`src/rtl/eprom_in_stage.sv`:
```
module eprom_in_stage #(
  parameter int ADDR_W = 8,
  parameter int DATA_W = 8
) (
  input  logic              clk,
  input  logic              rst,
  input  logic [ADDR_W-1:0] addr_i,
  input  logic [DATA_W-1:0] din_i,
  input  logic              ce_n_i,
  input  logic              oe_n_i,
  input  logic              vpp_i,
  input  logic              a9_i,
  input  logic              erase_i,
  output logic [ADDR_W-1:0] addr_s1_o,
  output logic [ADDR_W-1:0] addr_s2_o,
  output logic [DATA_W-1:0] din_s2_o,
  output logic              ce_n_s2_o,
  output logic              oe_n_s2_o,
  output logic              vpp_s2_o,
  output logic              a9_s2_o,
  output logic              erase_s1_o,
  output logic              commit_o
);

  logic ce_n_s1, oe_n_s1, vpp_s1, a9_s1;
  logic [DATA_W-1:0] din_s1;

  always_ff @(posedge clk) begin
    if (rst) begin
      addr_s1_o  <= '0;
      din_s1     <= '0;
      ce_n_s1    <= 1'b1;
      oe_n_s1    <= 1'b1;
      vpp_s1     <= 1'b0;
      a9_s1      <= 1'b0;
      erase_s1_o <= 1'b0;
      addr_s2_o  <= '0;
      din_s2_o   <= '0;
      ce_n_s2_o  <= 1'b1;
      oe_n_s2_o  <= 1'b1;
      vpp_s2_o   <= 1'b0;
      a9_s2_o    <= 1'b0;
    end else begin
      addr_s1_o  <= addr_i;
      din_s1     <= din_i;
      ce_n_s1    <= ce_n_i;
      oe_n_s1    <= oe_n_i;
      vpp_s1     <= vpp_i;
      a9_s1      <= a9_i;
      erase_s1_o <= erase_i;
      addr_s2_o  <= addr_s1_o;
      din_s2_o   <= din_s1;
      ce_n_s2_o  <= ce_n_s1;
      oe_n_s2_o  <= oe_n_s1;
      vpp_s2_o   <= vpp_s1;
      a9_s2_o    <= a9_s1;
    end
  end

  // Strobe rises: stage 1 high, stage 2 still low; stage 2 holds the last low-phase conditions
  assign commit_o = ce_n_s1 & ~ce_n_s2_o & vpp_s2_o & oe_n_s2_o;

  // a commit is only ever raised while the strobe is being released
  p_commit_edge_r6: assert property (@(posedge clk) disable iff (rst)
    commit_o |=> (ce_n_s2_o && !$past(ce_n_s2_o)));

endmodule

```
`config.mk`:
```
export PLATFORM = sky130hd
export DESIGN_NAME = eprom_in_stage
export DESIGN_NICKNAME = d
export VERILOG_FILES = /design/src/rtl/eprom_in_stage.sv
export SDC_FILE = /design/constraint.sdc
export NUM_CORES = 1
export LEC_CHECK = 0
export ABC_AREA = 1
export BUFFER_PORTS_ARGS = -buffer_cell sky130_fd_sc_hd__buf_2
export CAP_MARGIN = 15
export CORE_AREA = 4 4 68 70
export CTS_CLUSTER_DIAMETER = 50
export CTS_CLUSTER_SIZE = 16
export DETAILED_ROUTE_END_ITERATION = 7
export DIE_AREA = 0 0 72 74
export SETUP_SLACK_MARGIN = 0.1
export SKIP_LAST_GASP = 1
export SLEW_MARGIN = 10
export SYNTH_ARGS = -nofsm -noshare
export SYNTH_HDL_FRONTEND = slang
export SYNTH_SLANG_ARGS = --single-unit
```
`constraint.sdc`:
```
create_clock -name clk -period 0.8 [get_ports clk]
set_clock_uncertainty 0.15 [all_clocks]
set_input_delay 0.08 -clock clk [delete_from_list [all_inputs] [get_ports clk]]
set_output_delay 0.08 -clock clk [all_outputs]
set_load 0.05 [all_outputs]
```
After elaboration in Yosys (flattened, before gate mapping)
Index checks and enable logic that the tools add are counted.

cells by class
  bitwise operators = 4

operators with widths
  operator     count
  $and 1x1->1  3
  $not 1->1    1

word-level totals
  flip-flop bits (word level) = 41
  word-level logic and storage cells = 17

Longest topological paths before layout
  depth in word-level cells = 4
  depth in mapped cells = 3

Worst setup path before layout
No wires, ideal clock.

  path kind = flip-flop to output port
  from = register vpp_s2_o
  to = output port commit_o
  arrival time = 1387 ps
  required time = 570 ps
  setup slack = -817 ps
  stages on the path, launching flop included = 3
  path through = dfxtp_1 -> nand2_1 -> nor2_1

on the way
  word-level cells in the longest chain between the ends = 2

ends and longest elaborated chain
  element                   line  RTL
  start, declared           19    output logic vpp_s2_o,
  start signal, assigned    55    vpp_s2_o <= vpp_s1;
  $and 1x1->1 (2 in a row)  61    assign commit_o = ce_n_s1 & ~ce_n_s2_o & vpp_s2_o & oe_n_s2_o;
  end, declared             22    output logic commit_o

Every way passes these cells.

Final worst setup path
Ends and elaborated chain as after synthesis.

==> flow_summary.yaml <==
placed_design:
  buffer_ports.inserted: 52
  post-dp-hpwl_mm: 1.63
  placement.cell_area_sq_um: 1610
  routabilityCongestion: 0.682
  placedCellCount: 235
clocking:
  htree_levels: 2
  cts_tree: "done"
  max-clock-path-buffers: 2
  cts.sink_count: 41
  cts_root_buffer: "sky130_fd_sc_hd__clkbuf_8"
  clock_insertion_delay_worst_skew_ps: 280
  cts_bufs_inserted: 5
  clock_transition_at_the_registers_of_the_reported_paths_ps: 70
cells_and_area:
  layout.nets: 218
  final.fill_count: 384
  stdcell_count: 246
  final_cell_area_sq_um: 2020
  finish.utilization: 0.509
  antenna-diode-count: 0
  multi_input_area_sq_um: 198
  regArea_sq_um: 887
  final_layout_size_suffix_gt1_frac: 0.607
  area_growth_pct: 74.6
critical_path:
  cp-start-kind: "flop"
  crit_buf_inv: 1
  path_class: "reg -> out"
  timing.critical_path.max_delay_family: "flip-flops"
  timing.reg2reg.worst_path_depth: 4
  critical_path.endpoint_type: "output port"
  worstReg2RegStart: "addr_s1_o[3]$_SDFF_PP0_"
  crit_path_cell_trace: "nand2_4, nor2_4, buf_6"
  rrSetupSlack_ps: -80
  critPathMaxFanout: 2
  cp.depth: 3
  r2r_end: "addr_s2_o[3]$_SDFF_PP0_"
  cp-startpoint: "vpp_s2_o$_SDFF_PP0_"
  cpPeakStageDelay_ps: 370
  critPathSlowestCell: "sky130_fd_sc_hd__dfxtp_4"
  critical_path_arrival_ps: 960
  critical_path_required_ps: 570
  worstSetupEndpoint: "commit_o"
timing:
  timing.final.crit_share: 1.48
  finalSetupViolations: 31
  setup_tns_ps: -6520
  timing.final.ws_setup_ps: -388
  slew_headroom: 0.830
  shortest_period_the_worst_path_allows_ps: 1190
  timing.final.max_slew_violations: 0
  rsz0062_at_grt: "yes"
  worst-slew-pin-transition_ps: 256
  fin_worst_hold_slack_ps: -169
  f_max_mhz: 842
  finalHoldViolCount: 24
global_routing:
  initial_antenna_violation_count: 0
  grt_first_pass_wirelength_mm: 3.73
  grt_start_max_net_pins: 17
  number_of_global_route_vias_before_repair: 913
  grt_remaining_overflow: 0
  global_route.usage.total: 0.0931
detailed_routing:
  drt_first_pass_iters: 3
  detailedRoute.firstIterationViolations: 44
  viasPerCell: 3.68
  total_number_of_vias: 905
  avgRoutedWirePerCell_um: 9.48
  detail_route.drc_violations: 0
  routed_wirelength_mm: 2.33
  antenna_viol_nets_final: 0
power:
  power_frac_comb: 0.155
  power.switching_fraction: 0.264
  internal_power_mw: 3.03
  static-leakage-power_nw: 1.00
  total_power_divided_by_cell_area_nw_per_um2: 2040
  power.sequential.fraction: 0.531
  power.switching_mw: 1.09
  vdd_drop_max_v: 0.000876
  power.share.clock: 0.314
die:
  die-height_um: 74
  top_level_ports: 53
  core-area_sq_um: 3970
  placementRows: 23
  design.die.area_sq_um: 5330
  effective_utilization_at_floorplan: 0.292
  die_w_um: 72
synth:
  synth.distinct_cells: 7
  yosys_register_bits: 41
  synth_nets: 150
  post_synth_inst_count: 127
  ys.warnings.count: 0
  synth-seq-area-share: 0.708
  synth.avg_cell_area_sq_um: 9.12
  syn_area_sq_um: 1160
hold_path:
  hp-class: "in -> reg"
status:
  violated_checks: "hold timing, setup timing"
  status: "complete, but fails checks"
flow_run:
  cap_violations: 0
[Yosys cell counts]
master,count,share of area
sky130_fd_sc_hd__buf_2,4,0.017
sky130_fd_sc_hd__dfxtp_1,41,0.71
sky130_fd_sc_hd__inv_1,38,0.12
sky130_fd_sc_hd__nor2_1,38,0.12
sky130_fd_sc_hd__or2_2,1,0.0054
sky130_fd_sc_hd__nand2_1,2,0.0065
sky130_fd_sc_hd__or2_1,3,0.016
[per-layer routing]
metal | vias to the layer above | wire [um] | GRT usage
met5 | - | 0 | 0
met4 | 0 | 45 | 0.0501
met3 | 5 | 242 | 0.0459
met2 | 39 | 1170 | 0.156
met1 | 383 | 880 | 0.0962
li1 | 478 | - | -
[cell families after synthesis]
family                 after synthesis  share of synthesized area
and+or+nand+nor                     44                      0.151
DFF                                 41                      0.708
buffers and inverters               42                      0.140
[cells in the final DEF (no fill, tap or decap), types with 2 or more instances in the layout]
cell type,n
sky130_fd_sc_hd__inv_4,2
sky130_fd_sc_hd__buf_8,20
sky130_fd_sc_hd__buf_2,23
sky130_fd_sc_hd__nor2_2,2
sky130_fd_sc_hd__or2_1,3
sky130_fd_sc_hd__nor2_1,35
sky130_fd_sc_hd__dfxtp_2,20
sky130_fd_sc_hd__dfxtp_1,10
sky130_fd_sc_hd__clkbuf_8,5
sky130_fd_sc_hd__buf_4,4
sky130_fd_sc_hd__dfxtp_4,11
sky130_fd_sc_hd__inv_2,10
sky130_fd_sc_hd__buf_6,18
sky130_fd_sc_hd__inv_1,28
[through the flow]
step / power, mW / worst slack, ps
2_1_floorplan: 2.54 / -210
3_3_place_gp: 2.70 / -177
3_5_place_dp: 2.71 / -183
4_1_cts: 4.17 / -394
5_1_grt: 4.34 / -453
6_report: 4.12 / -388
[flip-flops by register name, summed over array words and instances, names as in the netlist, 8 cells and up]
| signal | cells |
|---|---|
| addr_s1_o | 8 |
| addr_s2_o | 8 |
| din_s1 | 8 |
| din_s2_o | 8 |
[repair_timing]
item / 4_1_cts / 5_1_grt
resized for setup: 82 / 14
endpoints found under the setup margin: 39 / 41
pin swaps: 2 / 3
endpoints found under the hold margin: 24 / 24
buffers inserted: 1 / 6
[worst min path at each step]
stage	start	to	slack, ps	cells after the start
2_1_floorplan	ce_n_i	ce_n_s1$_SDFF_PP1_	30	1
4_1_cts	addr_i[7]	addr_s1_o[7]$_SDFF_PP0_	-180	3
3_3_place_gp	ce_n_i	ce_n_s1$_SDFF_PP1_	120	2
3_5_place_dp	ce_n_i	ce_n_s1$_SDFF_PP1_	120	2
6_report	ce_n_i	ce_n_s1$_SDFF_PP1_	-170	2
5_1_grt	ce_n_i	ce_n_s1$_SDFF_PP1_	-180	2
[worst reg2reg max path, cell delays in order (launching register included)]
cell and delay [ps]:
sky130_fd_sc_hd__dfxtp_4 360, sky130_fd_sc_hd__buf_6 110, sky130_fd_sc_hd__buf_6 100, sky130_fd_sc_hd__inv_2 30, sky130_fd_sc_hd__nor2_1 30
[layout make-up]
class	count	area share
Clock buffer	6	0.0359
Inverter	38	0.0705
Multi-Input combinational cell	44	0.0977
Tap cell	50	0.0309
Timing Repair Buffer	65	0.320
Sequential cell	41	0.438
Clock inverter	2	0.00618
[power by group through the flow]
stage / combinational, mW / clock (mW) / sequential, mW
after floorplan: 0.104 / 0 / 2.44
after global placement: 0.501 / 0 / 2.20
after detailed placement: 0.502 / 0 / 2.21
after CTS: 0.623 / 1.37 / 2.18
after global routing: 0.681 / 1.46 / 2.20
final: 0.639 / 1.29 / 2.19
Power figures use the tool's default switching activity.
